## src/rtl/spill_trig_pkg.sv

```systemverilog
package spill_trig_pkg;

    localparam int unsigned IX_TA    = 0;
    localparam int unsigned IX_TB    = 1;
    localparam int unsigned IX_VETO  = 2;
    localparam int unsigned IX_SPILL = 3;
    localparam int unsigned IX_PED   = 4;
    localparam int unsigned IX_PVETO = 5;
    localparam int unsigned IX_REARM = 6;
    localparam int unsigned N_ASYNC  = 7;

    typedef struct packed {
        logic both;      // registered coincidence level
        logic busy;      // interlock
        logic acc;       // accept pulse
        logic kind;      // 1 = pedestal
        logic beam_hit;  // accepted beam trigger
        logic ped_hit;   // accepted pedestal trigger
        logic lost;      // valid coincidence blocked by busy
    } core_st_t;

endpackage

```

## src/rtl/sync_edge.sv

```systemverilog
module sync_edge #(
    parameter int unsigned STAGES = 2
) (
    input  logic clk_i,
    input  logic rst_ni,
    input  logic async_i,
    output logic lvl_o,
    output logic rise_o
);
    localparam int unsigned LAST = STAGES - 1;

    logic [STAGES:0] chain_d, chain_q;

    always_comb begin
        chain_d = {chain_q[STAGES-1:0], async_i};
    end

    always_ff @(posedge clk_i or negedge rst_ni) begin
        if (!rst_ni) chain_q <= '0;
        else         chain_q <= chain_d;
    end

    assign lvl_o  = chain_q[LAST];
    assign rise_o = chain_q[LAST] & ~chain_q[STAGES];
endmodule

```

## src/rtl/trig_core.sv

```systemverilog
module trig_core
    import spill_trig_pkg::*;
(
    input  logic clk_i,
    input  logic rst_ni,
    input  logic ta_lvl_i,
    input  logic tb_lvl_i,
    input  logic veto_lvl_i,
    input  logic spill_lvl_i,
    input  logic ped_rise_i,
    input  logic pveto_lvl_i,
    input  logic rearm_rise_i,
    output logic take_o,
    output logic acc_o,
    output logic kind_o,
    output logic busy_o,
    output logic beam_hit_o,
    output logic ped_hit_o,
    output logic lost_o
);
    core_st_t st_d, st_q;
    logic both_now, coinc, beam_ok, ped_ok, take_beam, take_ped;

    always_comb begin
        both_now  = ta_lvl_i & tb_lvl_i;
        coinc     = both_now & ~st_q.both;
        beam_ok   = coinc & ~veto_lvl_i & spill_lvl_i;
        ped_ok    = ped_rise_i & ~pveto_lvl_i & ~spill_lvl_i;
        take_beam = beam_ok & ~st_q.busy;
        take_ped  = ped_ok & ~st_q.busy & ~beam_ok;

        st_d          = st_q;
        st_d.both     = both_now;
        st_d.acc      = take_beam | take_ped;
        st_d.kind     = take_ped;
        st_d.beam_hit = take_beam;
        st_d.ped_hit  = take_ped;
        st_d.lost     = beam_ok & st_q.busy;
        if (take_beam | take_ped) st_d.busy = 1'b1;
        else if (rearm_rise_i)    st_d.busy = 1'b0;
    end

    always_ff @(posedge clk_i or negedge rst_ni) begin
        if (!rst_ni) st_q <= '0;
        else         st_q <= st_d;
    end

    assign take_o     = st_d.acc;
    assign acc_o      = st_q.acc;
    assign kind_o     = st_q.kind;
    assign busy_o     = st_q.busy;
    assign beam_hit_o = st_q.beam_hit;
    assign ped_hit_o  = st_q.ped_hit;
    assign lost_o     = st_q.lost;
endmodule

```

## src/rtl/gate_stretch.sv

```systemverilog
module gate_stretch #(
    parameter int unsigned GW_W = 8
) (
    input  logic            clk_i,
    input  logic            rst_ni,
    input  logic            fire_i,
    input  logic [GW_W-1:0] width_i,
    output logic            gate_o
);
    localparam logic [GW_W-1:0] ONE = GW_W'(1);

    logic [GW_W-1:0] cnt_d, cnt_q;

    always_comb begin
        cnt_d = cnt_q;
        if (fire_i)            cnt_d = (width_i == '0) ? ONE : width_i;
        else if (cnt_q != '0)  cnt_d = cnt_q - ONE;
    end

    always_ff @(posedge clk_i or negedge rst_ni) begin
        if (!rst_ni) cnt_q <= '0;
        else         cnt_q <= cnt_d;
    end

    assign gate_o = (cnt_q != '0);
endmodule

```

## src/rtl/evt_counters.sv

```systemverilog
module evt_counters #(
    parameter int unsigned CNT_W = 16,
    parameter int unsigned N_CNT = 3
) (
    input  logic                        clk_i,
    input  logic                        rst_ni,
    input  logic                        clr_i,
    input  logic [N_CNT-1:0]            inc_i,
    output logic [N_CNT-1:0][CNT_W-1:0] cnt_o
);
    localparam logic [CNT_W-1:0] CMAX = '1;

    for (genvar g = 0; g < N_CNT; g++) begin : g_cnt
        logic [CNT_W-1:0] val_d, val_q;

        always_comb begin
            val_d = val_q;
            if (clr_i)                         val_d = '0;
            else if (inc_i[g] && val_q != CMAX) val_d = val_q + CNT_W'(1);
        end

        always_ff @(posedge clk_i or negedge rst_ni) begin
            if (!rst_ni) val_q <= '0;
            else         val_q <= val_d;
        end

        assign cnt_o[g] = val_q;
    end
endmodule

```

## src/rtl/spill_trig_top.sv

```systemverilog
module spill_trig_top
    import spill_trig_pkg::*;
#(
    parameter int unsigned GW_W        = 8,
    parameter int unsigned CNT_W       = 16,
    parameter int unsigned SYNC_STAGES = 2
) (
    input  logic             clk_i,
    input  logic             rst_ni,
    input  logic             cnt_clr_i,
    input  logic             trg_a_i,
    input  logic             trg_b_i,
    input  logic             veto_i,
    input  logic             spill_i,
    input  logic             ped_i,
    input  logic             ped_veto_i,
    input  logic             rearm_i,
    input  logic [GW_W-1:0]  gate_width_i,
    output logic             accept_o,
    output logic             ped_kind_o,
    output logic             gate_o,
    output logic             wave_trig_o,
    output logic             busy_o,
    output logic [CNT_W-1:0] beam_cnt_o,
    output logic [CNT_W-1:0] ped_cnt_o,
    output logic [CNT_W-1:0] lost_cnt_o
);
    localparam int unsigned N_CNT = 3;

    logic [N_ASYNC-1:0] raw, lvl, rise;
    logic take, acc, kind, busy, beam_hit, ped_hit, lost;
    logic [N_CNT-1:0][CNT_W-1:0] cnts;

    assign raw[IX_TA]    = trg_a_i;
    assign raw[IX_TB]    = trg_b_i;
    assign raw[IX_VETO]  = veto_i;
    assign raw[IX_SPILL] = spill_i;
    assign raw[IX_PED]   = ped_i;
    assign raw[IX_PVETO] = ped_veto_i;
    assign raw[IX_REARM] = rearm_i;

    for (genvar i = 0; i < N_ASYNC; i++) begin : g_sync
        sync_edge #(.STAGES(SYNC_STAGES)) u_sync (
            .clk_i  (clk_i),
            .rst_ni (rst_ni),
            .async_i(raw[i]),
            .lvl_o  (lvl[i]),
            .rise_o (rise[i])
        );
    end

    trig_core u_core (
        .clk_i       (clk_i),
        .rst_ni      (rst_ni),
        .ta_lvl_i    (lvl[IX_TA]),
        .tb_lvl_i    (lvl[IX_TB]),
        .veto_lvl_i  (lvl[IX_VETO]),
        .spill_lvl_i (lvl[IX_SPILL]),
        .ped_rise_i  (rise[IX_PED]),
        .pveto_lvl_i (lvl[IX_PVETO]),
        .rearm_rise_i(rise[IX_REARM]),
        .take_o      (take),
        .acc_o       (acc),
        .kind_o      (kind),
        .busy_o      (busy),
        .beam_hit_o  (beam_hit),
        .ped_hit_o   (ped_hit),
        .lost_o      (lost)
    );

    gate_stretch #(.GW_W(GW_W)) u_gate (
        .clk_i  (clk_i),
        .rst_ni (rst_ni),
        .fire_i (take),
        .width_i(gate_width_i),
        .gate_o (gate_o)
    );

    evt_counters #(.CNT_W(CNT_W), .N_CNT(N_CNT)) u_cnt (
        .clk_i (clk_i),
        .rst_ni(rst_ni),
        .clr_i (cnt_clr_i),
        .inc_i ({lost, ped_hit, beam_hit}),
        .cnt_o (cnts)
    );

    assign accept_o    = acc;
    assign wave_trig_o = acc;
    assign ped_kind_o  = kind;
    assign busy_o      = busy;
    assign beam_cnt_o  = cnts[0];
    assign ped_cnt_o   = cnts[1];
    assign lost_cnt_o  = cnts[2];
endmodule

```

## config.mk

```make
export PLATFORM = sky130hd
export DESIGN_NAME = spill_trig_top
export DESIGN_NICKNAME = d
export VERILOG_FILES = /design/src/rtl/spill_trig_pkg.sv /design/src/rtl/sync_edge.sv /design/src/rtl/trig_core.sv /design/src/rtl/gate_stretch.sv /design/src/rtl/evt_counters.sv /design/src/rtl/spill_trig_top.sv
export SDC_FILE = /design/constraint.sdc
export NUM_CORES = 1
export LEC_CHECK = 0
export ABC_CLOCK_PERIOD_IN_PS = 4400
export CORE_ASPECT_RATIO = 1.25
export CORE_MARGIN = 2
export CORE_UTILIZATION = 35
export CTS_CLUSTER_SIZE = 16
export DETAILED_ROUTE_END_ITERATION = 8
export SLEW_MARGIN = 20
export SYNTH_ARGS = -nofsm -noshare
export SYNTH_HDL_FRONTEND = slang
export SYNTH_HIERARCHICAL = 1
export SYNTH_SLANG_ARGS = --single-unit
```

## constraint.sdc

```tcl
create_clock -name clk_i -period 4.4 [get_ports clk_i]
set_input_delay 0.44 -clock clk_i [delete_from_list [all_inputs] [get_ports clk_i]]
set_output_delay 0.44 -clock clk_i [all_outputs]
set_load 0.02 [all_outputs]
```

# Yosys cells after proc, flatten, opt, wreduce, memory -nomap -nowiden
# Cells that the tools add are included.
[word_totals]
input_bits = 18
elab_cells = 66
ff_bits = 78
out_inout_bits = 53
[op_classes]
n_eq_ne = 3
bitwise_logic = 21
add_sub_neg = 4
n_reduce_logical = 10
muxes = 11
[op_table]
columns = ["op", "count"]
rows = [
  ["two-way mux 16 bit", 6],
  ["adder 16 x 1 -> 16 bit (second input constant)", 3],
  ["!= test 16 bit (second input constant)", 3],
  ["two-way mux 8 bit", 3],
  ["bitwise AND 1 bit", 12],
  ["nonzero test 2 bit", 5],
  ["zero test 8 bit", 1],
  ["NOT 1 bit", 8],
  ["nonzero test 8 bit", 1],
  ["subtractor 8 x 1 -> 8 bit (second input constant)", 1],
  ["logical AND 1 bit", 3],
  ["two-way mux 1 bit", 2],
  ["OR 1 bit", 1],
]

# Depth between registers and ports, before layout
# Gate-level depths: netlist of run 1.
[depth]
word_depth = 8
ltp_mapped = 6
mapped_depth_nobuf = 6

# By module
# The synthesis of run 1 kept the hierarchy.
[modules_own_cells]
columns = ["mod", "area_each_um2", "cells_per_inst", "instances", "seq_area_each_um2"]
rows = [
  ["evt_counters", 2762.6, 294, 1, 1201.2],
  ["sync_edge", 88.8, 4, 7, 75.1],
  ["gate_stretch", 525.5, 57, 1, 200.2],
  ["trig_core", 232.7, 18, 1, 150.1],
  ["spill_trig_top", 7.5, 1, 1, 0.0],
]

# Least setup slack after synthesis of run 1
# Ideal clock, no wire load.
[synth_path]
path_kind = "reg-to-reg"
from = "reg u_core.st_q, in the netlist u_core/busy_o"
to = "reg u_gate.cnt_q[0]"
n_path_buf = 1
path_stages_with_launch = 6
t_arrival_ps = 1940
synth_period_minus_slack_ps = 2044
setup_time_ps = 104
path_slack_ps = 2356
t_required_ps = 4296
path_cell_list = "dfrtp_1 -> or4b_4 -> o21ai_1 -> clkbuf_1 -> nor2_1 -> a221oi_1"
[synth_between]
elab_chain_cells = 5
elab_cells_between_ends = 7
classes_between = "mux (1); bitwise (5); reduce/logical (1)"
[synth_rtl]
columns = ["element", "line_no", "rtl"]
rows = [
  ["start: declaration", "trig_core.sv:21", "core_st_t st_d, st_q;"],
  ["start signal: assignment", "trig_core.sv:45", "else st_q <= st_d;"],
  ["NOT 1 bit (*)", "trig_core.sv:29, trig_core.sv:30", ""],
  ["bitwise AND 1 bit (2 in series)", "trig_core.sv:30", "take_ped = ped_ok & ~st_q.busy & ~beam_ok;"],
  ["OR 1 bit (*)", "trig_core.sv:34", "st_d.acc = take_beam | take_ped;"],
  ["via take", "spill_trig_top.sv:31", "logic take, acc, kind, busy, beam_hit, ped_hit, lost;"],
  ["two-way mux 8 bit or nonzero test 2 bit (tied branches)", "--", ""],
  ["end signal: assignment", "gate_stretch.sv:22", "else cnt_q <= cnt_d;"],
  ["end: declaration", "gate_stretch.sv:12", "logic [GW_W-1:0] cnt_d, cnt_q;"],
]
# The timed path passes the listed nets; every way through them passes the cells marked *.
# A chain may end at the register's enable or synchronous reset.

# Worst setup path after layout of run 1
[layout_path]
from = "reg u_gate.cnt_q[0]"
to = "out gate_o"
[layout_between]
elab_chain_cells = 1
[layout_rtl]
columns = ["element", "line_no", "rtl"]
rows = [
  ["nonzero test 8 bit", "gate_stretch.sv:25", "assign gate_o = (cnt_q != '0);"],
  ["end: declaration", "spill_trig_top.sv:21", "output logic gate_o,"],
]
# No other way between the ends.

==> results of run 1 <==
==> power groups by stage <==
stage / combinational (uW) / sequential [uW] / clock [uW]
floorplan: 139 / 825 / 0
global placement: 200 / 831 / 0
detailed placement: 208 / 834 / 0
CTS: 208 / 822 / 826
global route: 231 / 833 / 853
finish: 206 / 824 / 799
==> layout make-up <==
| class | count | area (um^2) |
|---|---|---|
| sequential | 78 | 1950 |
| clock buffer | 10 | 239 |
| timing repair buffer | 71 | 704 |
| inverter | 18 | 67.6 |
| tap | 135 | 169 |
| fill | 1049 | 5990 |
| clock inverter | 5 | 83.8 |
| multi-input combinational | 280 | 1870 |
==> path summary, 6_finish.rpt <==
kind,from,to,slack [ns],depth (start not counted)
setup / recovery,u_gate/cnt_q[0],gate_o,1.65,6
setup reg to reg,u_cnt/g_cnt[2].val_q[0],u_cnt/g_cnt[2].val_q[0],2.15,5
min in group clk_i,g_sync[4].u_sync/chain_q[0],g_sync[4].u_sync/chain_q[1],0.35,0
max in group asynchronous,rst_ni,u_cnt/g_cnt[1].val_q[2],3.74,1
hold reg to reg,g_sync[4].u_sync/chain_q[0],g_sync[4].u_sync/chain_q[1],0.35,0
hold / removal,rst_ni,u_cnt/g_cnt[2].val_q[13],0.13,1
==> registers in the layout, indices dropped and copies added, names as in the netlist <==
| name | count |
|---|---|
| g_sync.u_sync/chain_q | 16 |
| u_cnt/g_cnt.val_q | 48 |
| u_core/acc_o | 1 |
| u_core/beam_hit_o | 1 |
| u_core/busy_o | 1 |
| u_core/lost_o | 1 |
| u_core/ped_hit_o | 1 |
| u_core/st_q | 1 |
| u_gate/cnt_q | 8 |
==> per-layer routing <==
| metal | vias to the layer above | global-route usage, % | part of all wire [%] |
|---|---|---|---|
| li1 | 1614 | - | - |
| met2 | 86 | 25.6 | 49 |
| met1 | 1603 | 18.7 | 44 |
| met3 | 11 | 3.25 | 5.1 |
| met5 | - | 0 | 0 |
| met4 | 0 | 6.68 | 1.6 |
==> through the flow <==
stage / instance area (um^2) / setup slack, ns / hold slack, ns
after floorplan: 3960 / 2.36 / 0.144
after global placement: 4760 / 2.05 / 0.332
after detailed placement: 4760 / 2.02 / 0.335
after CTS: 5090 / 1.65 / 0.321
after global routing: 5090 / 1.56 / 0.203
final: 5090 / 1.65 / 0.129
==> results.cfg, run 1 <==
[drt]
wirelength_mm = 9.01
dr_total_vias = 3314
drtPass1Iterations = 4
via_per_inst = 5.55
drc = 0
postRouteAntennaNets = 0
wire_per_inst_um = 15.1
drt_iter0_drc = 220

[global_route]
grt.total_usage_pct = 15.2
grt_pass1_vias = 3204
antenna_found_initial = 0
grt_pass1_wl_mm = 14.9
grt_max_degree = 79
gr-total-overflow = 0

[timing]
worst_slew_pin_slew_ns = 1.05
fin_crit_sh_pct = 62.5
max_slew_margin_pct = 30.0
finalHoldViolations = 0
final_max_slew_viol_count = 0
setup_viol_count_final = 0
fmax_mhz = 364
fin_setup_tns_ns = 0
fin_skew_ns = 0.00517
period_needed_ns = 2.75
rsz0062_at_grt = no

[floorplan]
die_h_um = 123
dieArea_mm2 = 0.0122
io_pins = 71
rows = 43
initial_core_util_pct = 35.7
die_x_um = 99.1
core_mm2 = 0.0111

[critical_path]
slowest_stage = clkdlybuf4s50_1
critPathArrivalTime_ns = 2.31
crit_buf_inv = 3
crit_family = buffers and inverters
start_kind = flip-flop
crit_type = reg2out
cp_cell_sequence = inv_1, ha_1, or3b_2, nor2_4, inv_2, clkdlybuf4s50_1
end_kind = output port
cp.required_ns = 3.96
crit_fanout = 6
cp_slowest_stage_delay_ns = 0.53

[layout]
post-route-util_pct = 45.9
layout_commonest_cell = dfrtp_1
nNetsFinal = 481
final_cells = 597
layout-drive-gt1-share_pct = 9.52
syn_to_final_growth_pct = 28.7
diodes = 0
final_cell_mix = 78 x dfrtp_1, 68 x clkdlybuf4s50_1, 33 x a21oi_1, 27 x nor2_1, 18 x nand2_1

[clocking]
cts.sinks = 78
clockRootBuffer = clkbuf_16
clock_latency_ns = 0.33
cts-buffers-inserted = 9
htreeDepth = 3
cts_resized = 0
clockBufferDepth = 2
hold_buffers = 0
cts_setup_buffers = 0
cts_tree = built
clkTransAtPathRegs_ns = 0.06

[synth]
syn_inst = 388
synth_area_per_cell_um2 = 10.2
synth_area_mm2 = 0.00396
yosys_warnings = 6
synth_nets = 411

[power_and_ir_drop]
fin_total_pwr_uw = 1830
p_int_uw = 1370
power_frac_seq_pct = 45.1
pwr-share-comb_pct = 11.3
power_switching_uw = 456
pwr-share-clk_pct = 43.7
p_leak_uw = 0.00200
p_sw_share_pct = 24.9
powerDensity_mw_per_mm2 = 359
ir_worst_vdd_mv = 0.232

[placement]
dp.cells = 582
gp_congestion = 0.774
port_buffers = 70
hpwl_mm = 6.07

[worst_hold_path]
worst_hold_path_type = in2async

[run_status]
status = complete, no violations

[job]
drv_cap = 0
(Power assumes the default switching activity.)
==> run 2, diff against run 1 <==
ABC_CLOCK_PERIOD_IN_PS = 2500   (was 4400)
clock period = 2.5 ns   (was 4.4 ns; I/O delays follow)
==> run 2 against run 1 <==
Effect of this change:
- die area did not move
- clock skew hardly changed
- critical path depth stayed put
- routed wire length grew 1.1%
- non-clock buffer count grew 6
- via count rose by 1.3%
- global-route usage up 0.44 points
- power is 65% higher
- flip-flop and latch count is the same
- critical path type unchanged
==> results.cfg, run 2 (synthesis gave the netlist of run 1 again) <==
[timing]
rsz0062_at_grt = no
fmax_mhz = 427
final_max_slew_viol_count = 0
worst_slew_pin_slew_ns = 0.637
whs_ns = 0.347
fin_skew_ns = 0.00530
setup_viol_count_final = 0
fin_setup_tns_ns = 0
max_slew_margin_pct = 57.5
fin_crit_sh_pct = 93.6
period_needed_ns = 2.34
finalHoldViolations = 0

[critical_path]
start_kind = flip-flop
r2r_start = u_cnt/g_cnt[1].val_q[0]
slowest_stage = or3b_2
crit_path_start = u_gate/cnt_q[0]
rr_endpoint = u_cnt/g_cnt[1].val_q[0]
cp_slowest_stage_delay_ns = 0.52
crit_type = reg2out
ff2ff_setup_slack_ns = 0.45
critPathArrivalTime_ns = 2.09
cp_cell_sequence = inv_1, ha_1, or3b_2, nor2_4, inv_2, dlygate4sd2_1
reg2regPathDepth = 5
end_kind = output port
cp.required_ns = 2.25
crit_fanout = 6

[placement]
dp.cells = 587
hpwl_mm = 6.31
port_buffers = 70
place_area_mm2 = 0.00481
gp_congestion = 0.776

[global_route]
gr-total-overflow = 0
grt.total_usage_pct = 15.6
grt_max_degree = 79
antenna_found_initial = 0
grt_pass1_wl_mm = 15.3
grt_pass1_vias = 3293

[layout]
syn_to_final_growth_pct = 28.9
largest-register = u_cnt/g_cnt.val_q
final_area_mm2 = 0.00510
reg.largest.list = u_cnt/g_cnt.val_q (48), g_sync.u_sync/chain_q (16), u_gate/cnt_q (8)
final_cells = 604
largest_register_ffs = 48
nNetsFinal = 487
diodes = 0
layout-drive-gt1-share_pct = 10.4
final_cell_mix = 78 x dfrtp_1, 67 x clkdlybuf4s50_1, 33 x a21oi_1, 27 x nor2_1, 18 x nand2_1
layout_commonest_cell = dfrtp_1

[power_and_ir_drop]
p_leak_uw = 0.00200
ir_worst_vdd_mv = 0.401
powerDensity_mw_per_mm2 = 593
fin_total_pwr_uw = 3030

[floorplan]
die_h_um = 123
initial_core_util_pct = 35.7
io_pins = 71
core_mm2 = 0.0111
dieArea_mm2 = 0.0122
rows = 43
die_x_um = 99.1

[clocking]
clock_latency_ns = 0.34
clkTransAtPathRegs_ns = 0.06
clockRootBuffer = clkbuf_16
cts.sinks = 78
cts_setup_buffers = 0
cts_tree = built
htreeDepth = 3
cts-buffers-inserted = 9
clockBufferDepth = 2

[worst_hold_path]
holdPathEnd = g_sync[3].u_sync/chain_q[1]
holdPathStages = 0
hold_path.startpoint = g_sync[3].u_sync/chain_q[0]
worst_hold_path_type = reg2reg

[drt]
drt_iter0_drc = 151
postRouteAntennaNets = 0
via_per_inst = 5.56
dr_total_vias = 3358
wire_per_inst_um = 15.1
drc = 0
drtPass1Iterations = 5
wirelength_mm = 9.11

[job]
drv_cap = 0

[run_status]
status = complete, no violations
==> run 2: cell count changes in the layout (fill, tap and decap cells not counted), sizes merged <==
cell | previous run | this run
buf | 3 | 8
dlygate4sd3 | 0 | 1
clkinvlp | 2 | 4
bufinv | 2 | 0
clkdlybuf4s50 | 68 | 67
dlygate4sd2 | 0 | 1
clkbuf | 10 | 11
==> run 2: stage by stage <==
stage          util (%)  setup WS (ns)
2_1_floorplan         -          0.456
3_3_place_gp       43.4          0.348
3_5_place_dp       43.4          0.304
4_1_cts            46.0          0.145
5_1_grt            46.0         0.0420
6_report           46.0          0.159
==> run 2: area by class of cell <==
type	instances	area [um^2]
well taps	135	169
flip-flops and latches	78	1950
repair buffers	77	759
clock inverters	5	35.0
multi-input cells	280	1870
clock buffers	11	243
fillers	1062	5980
inverters	18	67.6
==> run 2: critical path: cells and delay by family, from the launching register on <==
family | cells | cell delay [ns]
and+or+nand+nor | 2 | 0.66
buffers and inverters | 3 | 0.48
DFF | 1 | 0.43
adders and majority gates | 1 | 0.18
==> run 2: where the power goes <==
| part | leakage, uW | internal, uW | total (uW) | switching, uW |
|---|---|---|---|---|
| sequential | 0.00103 | 1350 | 1450 | 102 |
| clock | 0.000124 | 697 | 1200 | 507 |
| combinational | 0.000845 | 174 | 370 | 196 |
==> run 2: worst max path at each step <==
stage	to	slack, ns	depth (start not counted)
floorplan	u_gate/cnt_q[0]	0.46	5
global placement	gate_o	0.35	6
detailed placement	gate_o	0.30	6
CTS	gate_o	0.14	6
global route	gate_o	0.04	6
finish	gate_o	0.16	6
==> run 2: layer usage <==
metal	track usage [%]	routed length, um	part of all wire [%]	vias to the layer above
met1	18.6	4000	44	1653
met5	0	0	0	-
met3	4.38	479	5.3	10
li1	-	-	-	1629
met4	5.74	119	1.3	0
met2	26.9	4510	49	66
==> run 2: repair_timing <==
action                                  CTS  global route
resized for setup                         1             0
hold endpoints to repair                 78             0
hold buffers                              1             0
endpoints found under the setup margin    1             0
